$ cat config.mk
export PLATFORM = sky130hd
export DESIGN_NAME = tlp_err_reporter
export DESIGN_NICKNAME = d
export VERILOG_FILES = /design/src/rtl/cer_pkg.sv /design/src/rtl/cer_log_writer.sv /design/src/rtl/cer_err_encoder.sv /design/src/rtl/tlp_err_reporter.sv
export SDC_FILE = /design/constraint.sdc
export NUM_CORES = 1
export LEC_CHECK = 0
export ABC_AREA = 0
export CAP_MARGIN = 20
export CORE_MARGIN = 1
export CORE_UTILIZATION = 50
export CTS_CLUSTER_DIAMETER = 30
export CTS_CLUSTER_SIZE = 25
export DETAILED_ROUTE_END_ITERATION = 12
export DONT_BUFFER_PORTS = 1
export PLACE_DENSITY = 0.68
export RECOVER_POWER = 100
export SETUP_SLACK_MARGIN = 0.05
export SYNTH_ARGS = -nofsm -noshare
export SYNTH_HDL_FRONTEND = slang
export SYNTH_SLANG_ARGS = --single-unit
$ cat constraint.sdc
create_clock -name clk -period 2.4 [get_ports clk]
set_clock_uncertainty 0.2 [all_clocks]
set_input_delay 0.72 -clock clk [delete_from_list [all_inputs] [get_ports clk]]
set_output_delay 0.72 -clock clk [all_outputs]
set_load 0.05 [all_outputs]
$ cat src/rtl/cer_pkg.sv
package cer_pkg;

    localparam int ADDR_W    = 12;
    localparam int DATA_W    = 32;
    localparam int HDR_W     = 128;
    localparam int ERR_W     = 7;
    localparam int BIT_FIRST = 2;
    localparam int BIT_LOG   = 6;
    localparam int LOG_BASE  = 'h81C;
    localparam int LOG_STEP  = 4;

    typedef enum logic [1:0] {
        EK_ABORT   = 2'd0,
        EK_UNEXP   = 2'd1,
        EK_UR_POST = 2'd2,
        EK_UR_NP   = 2'd3
    } err_kind_t;

    typedef enum logic [1:0] {
        CS_IDLE,
        CS_LOG,
        CS_CPL,
        CS_FIRE
    } ctl_state_t;

    typedef enum logic [1:0] {
        WP_IDLE,
        WP_ISSUE,
        WP_WAIT
    } wr_phase_t;

    typedef struct packed {
        err_kind_t          kind;
        logic               np;
        logic               log;
        logic [HDR_W-1:0]   hdr;
    } err_req_t;

    // A completion must precede the strobe when a non-posted request was refused.
    function automatic logic needs_cpl(err_kind_t k, logic np);
        return (k == EK_UR_NP) || ((k == EK_ABORT) && np);
    endfunction

endpackage

$ cat src/rtl/cer_log_writer.sv
module cer_log_writer
    import cer_pkg::*;
#(
    parameter int HW   = HDR_W,
    parameter int DW   = DATA_W,
    parameter int AW   = ADDR_W,
    parameter int BASE = LOG_BASE,
    parameter int STEP = LOG_STEP
) (
    input  logic          clk,
    input  logic          rst,
    input  logic          start,
    input  logic [HW-1:0] hdr,
    input  logic          ack,
    output logic [AW-1:0] addr,
    output logic [DW-1:0] wdata,
    output logic          wr,
    output logic          done
);
    localparam int WORDS = HW / DW;
    localparam int IDX_W = (WORDS > 1) ? $clog2(WORDS) : 1;
    localparam logic [IDX_W-1:0] LAST = IDX_W'(WORDS - 1);

    wr_phase_t        phase;
    logic [IDX_W-1:0] idx;
    logic [DW-1:0]    words [WORDS];

    // Word 0 is the most significant slice of the header.
    for (genvar i = 0; i < WORDS; i++) begin : g_slice
        assign words[i] = hdr[HW-1-i*DW -: DW];
    end

    always_ff @(posedge clk) begin
        if (rst) begin
            phase <= WP_IDLE;
            idx   <= '0;
        end else begin
            case (phase)
                WP_IDLE: if (start) begin
                    phase <= WP_ISSUE;
                    idx   <= '0;
                end
                WP_ISSUE: phase <= WP_WAIT;
                WP_WAIT: if (ack) begin
                    if (idx == LAST) begin
                        phase <= WP_IDLE;
                    end else begin
                        idx   <= idx + 1'b1;
                        phase <= WP_ISSUE;
                    end
                end
                default: phase <= WP_IDLE;
            endcase
        end
    end

    assign wr    = (phase == WP_ISSUE);
    assign addr  = AW'(BASE) + AW'(idx) * AW'(STEP);
    assign wdata = words[idx];
    assign done  = (phase == WP_WAIT) && ack && (idx == LAST);

    // strobe lasts one cycle
    p_wr_single_r5: assert property (@(posedge clk) disable iff (rst)
        wr |=> !wr);

    // address and data held while the acknowledge is outstanding
    p_hold_r5: assert property (@(posedge clk) disable iff (rst)
        (phase == WP_WAIT && !ack) |=> ($stable(addr) && $stable(wdata)));

    // first write of a sequence goes to the base address
    p_first_base_r4: assert property (@(posedge clk) disable iff (rst)
        (phase == WP_IDLE && start) |=> (wr && addr == AW'(BASE)));

endmodule

$ cat src/rtl/cer_err_encoder.sv
module cer_err_encoder
    import cer_pkg::*;
#(
    parameter int EW = ERR_W
) (
    input  logic          clk,
    input  logic          rst,
    input  logic          fire,
    input  err_kind_t     kind,
    input  logic          log,
    output logic [EW-1:0] cpl_err
);
    localparam int KINDS = 4;

    for (genvar i = 0; i < KINDS; i++) begin : g_kind
        assign cpl_err[BIT_FIRST+i] = fire && (kind == err_kind_t'(i));
    end
    assign cpl_err[BIT_FIRST-1:0] = '0;
    assign cpl_err[BIT_LOG]       = fire && log;

    // at most one kind bit at a time
    p_onehot_r6: assert property (@(posedge clk) disable iff (rst)
        $onehot0(cpl_err[BIT_FIRST+KINDS-1:BIT_FIRST]));

    // log-header bit never stands alone
    p_log_pair_r7: assert property (@(posedge clk) disable iff (rst)
        cpl_err[BIT_LOG] |-> ($countones(cpl_err[BIT_FIRST+KINDS-1:BIT_FIRST]) == 1));

endmodule

$ cat src/rtl/tlp_err_reporter.sv
module tlp_err_reporter
    import cer_pkg::*;
#(
    parameter int AW = ADDR_W,
    parameter int DW = DATA_W,
    parameter int HW = HDR_W,
    parameter int EW = ERR_W
) (
    input  logic          clk,
    input  logic          rst,
    input  logic          req_valid,
    input  logic [1:0]    req_kind,
    input  logic          req_np,
    input  logic          req_log,
    input  logic [HW-1:0] req_hdr,
    output logic          busy,
    output logic [AW-1:0] lmi_addr,
    output logic [DW-1:0] lmi_wdata,
    output logic          lmi_wr,
    input  logic          lmi_ack,
    input  logic          cpl_sent,
    output logic [EW-1:0] cpl_err
);
    ctl_state_t state, state_nx;
    err_req_t   held;
    logic       accept;
    logic       log_done;
    logic       held_wait;
    logic       req_wait;

    assign accept    = req_valid && (state == CS_IDLE);
    assign held_wait = needs_cpl(held.kind, held.np);
    assign req_wait  = needs_cpl(err_kind_t'(req_kind), req_np);
    assign busy      = (state != CS_IDLE);

    always_comb begin
        state_nx = state;
        case (state)
            CS_IDLE: if (accept) begin
                if (req_log)       state_nx = CS_LOG;
                else if (req_wait) state_nx = CS_CPL;
                else               state_nx = CS_FIRE;
            end
            CS_LOG:  if (log_done) state_nx = held_wait ? CS_CPL : CS_FIRE;
            CS_CPL:  if (cpl_sent) state_nx = CS_FIRE;
            CS_FIRE: state_nx = CS_IDLE;
            default: state_nx = CS_IDLE;
        endcase
    end

    always_ff @(posedge clk) begin
        if (rst) begin
            state <= CS_IDLE;
            held  <= '0;
        end else begin
            state <= state_nx;
            if (accept) begin
                held.kind <= err_kind_t'(req_kind);
                held.np   <= req_np;
                held.log  <= req_log;
                held.hdr  <= req_hdr;
            end
        end
    end

    cer_log_writer #(
        .HW(HW), .DW(DW), .AW(AW), .BASE(LOG_BASE), .STEP(LOG_STEP)
    ) u_writer (
        .clk   (clk),
        .rst   (rst),
        .start (accept && req_log),
        .hdr   (held.hdr),
        .ack   (lmi_ack),
        .addr  (lmi_addr),
        .wdata (lmi_wdata),
        .wr    (lmi_wr),
        .done  (log_done)
    );

    cer_err_encoder #(.EW(EW)) u_enc (
        .clk     (clk),
        .rst     (rst),
        .fire    (state == CS_FIRE),
        .kind    (held.kind),
        .log     (held.log),
        .cpl_err (cpl_err)
    );

    // error pulse lasts one cycle
    p_pulse_r8: assert property (@(posedge clk) disable iff (rst)
        (cpl_err != '0) |=> (cpl_err == '0));

    // busy drops right after the pulse
    p_busy_drop_r2: assert property (@(posedge clk) disable iff (rst)
        (cpl_err != '0) |=> !busy);

    // register writes only happen inside a request
    p_wr_busy_r2: assert property (@(posedge clk) disable iff (rst)
        lmi_wr |-> busy);

    // gated pulse follows the completion-sent handshake
    p_cpl_gate_r9: assert property (@(posedge clk) disable iff (rst)
        ((cpl_err[5:2] != '0) && held_wait) |-> $past(cpl_sent));

endmodule

==> results of run 1 <==
## cells in the mapped netlist (all sizes together), types with 2 or more instances
cell	n	share of area [%]
nor3b	2	0.26
a21oi	134	12
ha	7	1.5
nand4b	2	0.30
nand2b	4	0.43
a311oi	2	0.30
buf	36	3.5
conb	2	0.13
nor2	9	0.58
dfxtp	138	48
mux4	32	12
inv	9	0.58
nand2	271	18
and2	2	0.22
clkbuf	26	1.7
## routing by layer
| layer | part of all wire, % | routed length, µm | vias to the layer above | GRT usage (%) |
|---|---|---|---|---|
| li1 | - | - | 2230 | - |
| met1 | 40 | 5540 | 2142 | 27.2 |
| met2 | 50 | 6880 | 152 | 39.4 |
| met3 | 8.6 | 1180 | 18 | 10.7 |
| met4 | 1.2 | 161 | 0 | 10.1 |
| met5 | 0 | 0 | - | 0 |
## cell families after synthesis
| kind of cell | count (synthesis) | share of synthesized area, % |
|---|---|---|
| buffers and inverters | 71 | 5.77 |
| adders and majority gates | 7 | 1.51 |
| muxes | 33 | 12.6 |
| AOI/OAI and AO/OA | 139 | 12.3 |
| DFF | 138 | 47.7 |
| and+or+nand+nor | 294 | 20.0 |
| other | 2 | 0.130 |
## power breakdown
part / internal, mW / switching, mW
clock: 1.81 / 0.916
combinational: 0.558 / 1.37
sequential: 2.68 / 0.216
## worst register-to-register path, stage by stage (launching register included)
cell	delay (ps)
dfxtp_1	390
inv_1	100
ha_1	280
nand2_2	400
buf_4	510
nand2_1	120
a21oi_1	180
## per-stage QoR
step | util, % | power [mW] | worst slack [ps]
finish | 59.8 | 7.55 | -204
global route | 59.8 | 7.99 | -263
CTS | 60.4 | 7.74 | -244
detailed placement | 53.6 | 4.94 | 190
global placement | 53.6 | 4.85 | 201
floorplan | - | 4.56 | 15.2
## worst max path at each step
stage	start	end	cells past startpoint
3_5_place_dp	u_writer.idx[1]	lmi_wdata[8]	2
3_3_place_gp	u_writer.idx[1]	lmi_wdata[15]	2
5_1_grt	u_writer.idx[1]	lmi_wdata[11]	2
4_1_cts	u_writer.idx[1]	lmi_wdata[8]	2
6_report	u_writer.idx[1]	lmi_wdata[3]	2
2_1_floorplan	u_writer.idx[0]	lmi_addr[3]	5
## final cells by class
| class | count | area [µm²] | area share [%] |
|---|---|---|---|
| multi-input combinational | 483 | 2750 | 41.6 |
| timing repair buffer | 20 | 254 | 3.83 |
| sequential | 138 | 2770 | 41.8 |
| clock buffer | 24 | 482 | 7.27 |
| inverter | 9 | 48.8 | 0.737 |
| tap | 140 | 175 | 2.64 |
| clock inverter | 8 | 140 | 2.12 |
## flip-flops by register name, summed over array words and instances (netlist names)
name            flops
state               2
u_writer.phase      2
u_writer.idx        2
held              132
## what timing repair did
action | CTS | global route
resized for setup | 14 | 3
gates cloned | 2 | 0
buffers inserted | 3 | 0
hold buffers | 0 | 0
endpoints found under the setup margin | 41 | 39
==> impl_results.md, run 1 <==
- Power Density: 1140 mW/mm²
- Synthesized cell area: 0.00579 mm²
- Max-slew headroom: 61.4%
- TritonCTS clock tree: yes
- Worst reg2reg startpoint: state[0]
- R2r setup slk: 150 ps
- Non-Filler Instances: 822
- Chip height: 110 µm
- Worst min-delay path class: in2reg
- Ys async rst share: 0%
- Remaining DRCs: 0
- Die ar.: 0.0120 mm²
- IO Pins: 190
- Vias per cell: 5.53
- Final setup viols: 33
- Via Count: 4542
- CP max stage delay: 680 ps
- Total track usage: 24.0%
- Leak: 2.41 nW
- RD Place Congestion: 0.789
- DR pass1 iterations: 4
- DR WL/cell: 16.7 µm
- I/O Buffers: 0
- Total clock sinks: 138
- Root Buffer: clkbuf_16
- Critical path's top delay family: multiplexers
- Worst hold slack: 179 ps
- Max VDD drop: 846 µV
- Cells after Synth: 684
- Post-DP Area: 0.00594 mm²
- Seq cells post-synth: 138
- Fmax: 0.384 GHz
- Sequential share of the synthesized area: 47.7%
- Fin Setup TNS: -5840 ps
- CP Class: reg2out
- Worst R2R Path Depth: 6
- Routed Antenna Nets: 0
- Commonest non-fill, non-tap cells in the layout: 270 x nand2_1, 135 x dfxtp_1, 134 x a21oi_1, 32 x mux4_2, 17 x clkbuf_16
- Max FO, Critical Path: 11
- Diode count: 0
- Unrepaired setup endpoints after global routing: yes
- Fin crit share: 108%
- Post-DP HPWL: 9.15 mm
- Core footprint: 0.0111 mm²
- Fin. max-slew vios: 0
- Crit path time final: 2600 ps
- Vias in the first global route: 4439
- Initial antenna violation count: 0
- Layout cells sized above 1: 14.1%
- Status: finished with violations
- R2r endpoint: held[92]
- Final Hold Viols: 0
- Clock Latency Late Sink: 420 ps
- Setup ws final: -204 ps
- Area Growth Syn to Fin: 14.3%
- Core Rows: 38
- Worst Hold Depth: 1
- DRT iter0 DRCs: 345
- # placed instances: 785
- Global-route wire length before repair: 21.6 mm
- Nets: 813
- Clock transition at path regs: 50 ps
- CTS Buf Count: 17
- Max-cap violations: 0
- Post-synth top flop: dfxtp_1
- Filler instances: 986
- WP data required: 1480 ps
- Post-synth EDFFs: 0
- Warning count from the yosys run: 0
- Post-route design area: 0.00662 mm²
- Largest net degree at the start of global routing: 140
- Worst Tran Pin Value: 580 ps
- Worst Path Buf+Inv: 1
- Type of origin of the critical path: flip-flop
- Critical Path AT: 1680 ps
- Avg Synthesized Cell Area: 8.47 µm²
- Die Wd: 110 µm
- Clk buf depth: 2
- Crit path capture type: output pin
- Critical path's slowest cell: mux4_2
- Cells along the critical path: buf_12, mux4_2
- CTS H-Tree Depth: 4
- Failing checks: negative setup slack
- Cell variety after synth: 25
- Drt total wl: 13.8 mm
- Hold Path End: u_writer.idx[0]
- Total congestion overflow: 0
- Hold Path Origin: rst
- Commonest non-fill, non-tap cell in the layout: nand2_1
- Initial Util: 52.3%
No activity file was read; power rests on OpenSTA's default activity.
==> run 2: changes to the inputs <==
--- a/config.mk
+++ b/config.mk
@@ -13,6 +13,7 @@
 export CTS_CLUSTER_SIZE = 25
 export DETAILED_ROUTE_END_ITERATION = 12
 export DONT_BUFFER_PORTS = 1
+export GPL_TIMING_DRIVEN = 0
 export PLACE_DENSITY = 0.68
 export RECOVER_POWER = 100
 export SETUP_SLACK_MARGIN = 0.05
==> constraint.sdc (replaced) <==
create_clock -name clk -period 2.4 [get_ports clk]
set_clock_uncertainty 0.2 [all_clocks]
set_input_delay 0.72 -clock clk [delete_from_list [all_inputs] [get_ports clk]]
set_output_delay 0.72 -clock clk [all_outputs]
set_load 0.01 [all_outputs]
==> impl_results.md, run 2 (same netlist as run 1, synthesis figures left out) <==
- Leak: 2.61 nW (+7.9%)
- Post-DP HPWL: 11.8 mm (+29%)
- Clock Power Share: 37.6% (+1.4 points)
- CTS H-Tree Depth: 4 (unchanged)
- Clock transition at path regs: 60 ps (about the same)
- Vias per cell: 5.64 (+2.0%)
- Vias in the first global route: 5018 (+13%)
- R2r endpoint: held[21]
- Stages on the worst setup path: 3 (+1)
- Type of origin of the critical path: flip-flop
- R2r setup slk: 90 ps (-60 ps)
- Critical path's top delay family: multiplexers
- Crit path capture: lmi_wdata[3]
- Worst Path Buf+Inv: 2 (+1)
- Worst min-delay path class: in2reg
- Crit path capture type: output pin
- Pre-CTS setup slack: -294 ps (-484 ps)
- Largest Register: held
- Critical Path AT: 1670 ps (about the same)
- Fmax: 0.386 GHz (+0.47%)
- CP max stage delay: 550 ps (-130 ps)
- Seq pwr share: 38.2% (about the same)
- Fin. max-slew vios: 0 (unchanged)
- Diode count: 0 (unchanged)
- Crit path time final: 2590 ps (-12.2 ps)
- Routed Antenna Nets: 0 (unchanged)
- Max VDD drop: 653 µV (-23%)
- Total clock sinks: 138 (unchanged)
- Critical path's slowest cell: mux4_2
- RD Place Congestion: 0.861 (+9.0%)
- Initial Util: 52.3% (unchanged)
- Nets: 869 (+6.9%)
- Combinational group share of total power: 24.2% (-1.3 points)
- Worst R2R Path Depth: 8 (+2)
- Worst Tran Pin Value: 606 ps (+26.4 ps)
- Total congestion overflow: 0 (unchanged)
- Total track usage: 29.0% (+5.0 points)
- Final setup viols: 33 (unchanged)
- Worst reg2reg startpoint: state[0]
- Die Wd: 110 µm (unchanged)
- Commonest non-fill, non-tap cells in the layout: 271 x nand2_1, 136 x dfxtp_1, 134 x a21oi_1, 32 x mux4_2, 22 x clkbuf_1
- Fin Setup TNS: -4630 ps (+1200 ps)
- CTS Buf Count: 17 (unchanged)
- Initial antenna violation count: 0 (unchanged)
- DR WL/cell: 19.1 µm (+14%)
- Clock Latency Late Sink: 430 ps (about the same)
- Final Hold Viols: 0 (unchanged)
- Launch point of the worst path: u_writer.idx[1]
- Status: finished with violations
- Max-slew headroom: 59.6% (-1.8 points)
- Core Rows: 38 (unchanged)
- NetSw: 2.41 mW (-3.7%)
- DRT iter0 DRCs: 290 (-16%)
- Clk buf depth: 2 (unchanged)
- Internal power: 5.14 mW (+1.8%)
- DR pass1 iterations: 5 (+1)
- Via Count: 4942 (+8.8%)
- Fin crit share: 108% (-0.51 points)
- Chip height: 110 µm (unchanged)
- Unrepaired setup endpoints after global routing: yes
- Commonest non-fill, non-tap cell in the layout: nand2_1
- Setup ws final: -192 ps (+12.2 ps)
- Failing checks: negative setup slack
- CP Class: reg2out
- Layout cells sized above 1: 16.6% (+2.5 points)
- Global-route wire length before repair: 25.3 mm (+17%)
- Remaining DRCs: 0 (unchanged)
- Largest net degree at the start of global routing: 17 (-88%)
- TritonCTS clock tree: yes
- Core Util, Final: 62.5% (+2.7 points)
- Number of flip-flops in the largest register: 132 (unchanged)
- Die ar.: 0.0120 mm² (unchanged)
- Power Density: 1090 mW/mm² (-4.3%)
- Area Growth Syn to Fin: 19.4%
- IO Pins: 190 (unchanged)
- I/O Buffers: 0 (unchanged)
- Switching Share: 31.9% (-1.2 points)
- WP data required: 1480 ps (about the same)
- Max FO, Critical Path: 6 (-5)
- Max-cap violations: 0 (unchanged)
- Cells along the critical path: buf_12, clkbuf_16, mux4_2
- Drt total wl: 16.7 mm (+22%)
- Core footprint: 0.0111 mm² (unchanged)
- Root Buffer: clkbuf_16
run 2: metrics by stage:
step	power (mW)	hold slack (ps)	instance area (µm²)	std cells
floorplan	4.18	232	5820	692
global placement	4.60	239	6000	832
detailed placement	4.69	247	6000	832
CTS	7.53	213	6850	871
global route	7.91	216	6920	877
finish	7.55	222	6920	877
run 2: cell type report:
class                           instances  area [µm²]
Fill cell                             984        4160
Sequential cell                       138        2770
Multi-Input combinational cell        483        2740
Clock buffer                           18         439
Buffer                                 62         392
Clock inverter                         13         200
Tap cell                              140         175
Timing Repair Buffer                   14         166
Inverter                                9        38.8
run 2: power by group through the flow:
stage | Clock, mW | Sequential (mW) | Combinational, mW
2_1_floorplan | 0 | 2.85 | 1.33
3_3_place_gp | 0 | 2.90 | 1.70
3_5_place_dp | 0 | 2.92 | 1.77
4_1_cts | 2.85 | 2.88 | 1.81
5_1_grt | 2.95 | 2.92 | 2.03
6_report | 2.84 | 2.88 | 1.83
run 2: layer usage:
metal | track usage, % | wire length [µm] | vias to the layer above
met5 | 0 | 0 | -
met3 | 11.0 | 1700 | 39
li1 | - | - | 2351
met2 | 48.6 | 8030 | 222
met1 | 33.3 | 6590 | 2330
met4 | 12.3 | 414 | 0
run 2: worst min-delay path by stage:
stage / start / end / slack (ps) / depth (start not counted)
6_report: req_kind[1] / held[131] / 220 / 2
5_1_grt: req_hdr[32] / held[32] / 220 / 2
4_1_cts: req_hdr[9] / held[9] / 210 / 2
3_5_place_dp: held[12] / held[12] / 250 / 2
3_3_place_gp: held[24] / held[24] / 240 / 2
2_1_floorplan: held[128] / held[128] / 230 / 2
run 2: repair_timing:
action,in CTS,in global routing
endpoints found under the setup margin,36,95
hold buffers,0,0
pin swaps,0,1
buffers inserted,7,5
resized for setup,35,17
cloned,1,1
==> run 3: changes to the inputs <==
--- a/config.mk
+++ b/config.mk
@@ -7,7 +7,6 @@
 export LEC_CHECK = 0
 export ABC_AREA = 0
 export CAP_MARGIN = 20
-export CORE_MARGIN = 1
 export CORE_UTILIZATION = 50
 export CTS_CLUSTER_DIAMETER = 30
 export CTS_CLUSTER_SIZE = 25
==> results of run 3 <==
The final DEF is identical to that of run 2; final timing and power are the same.
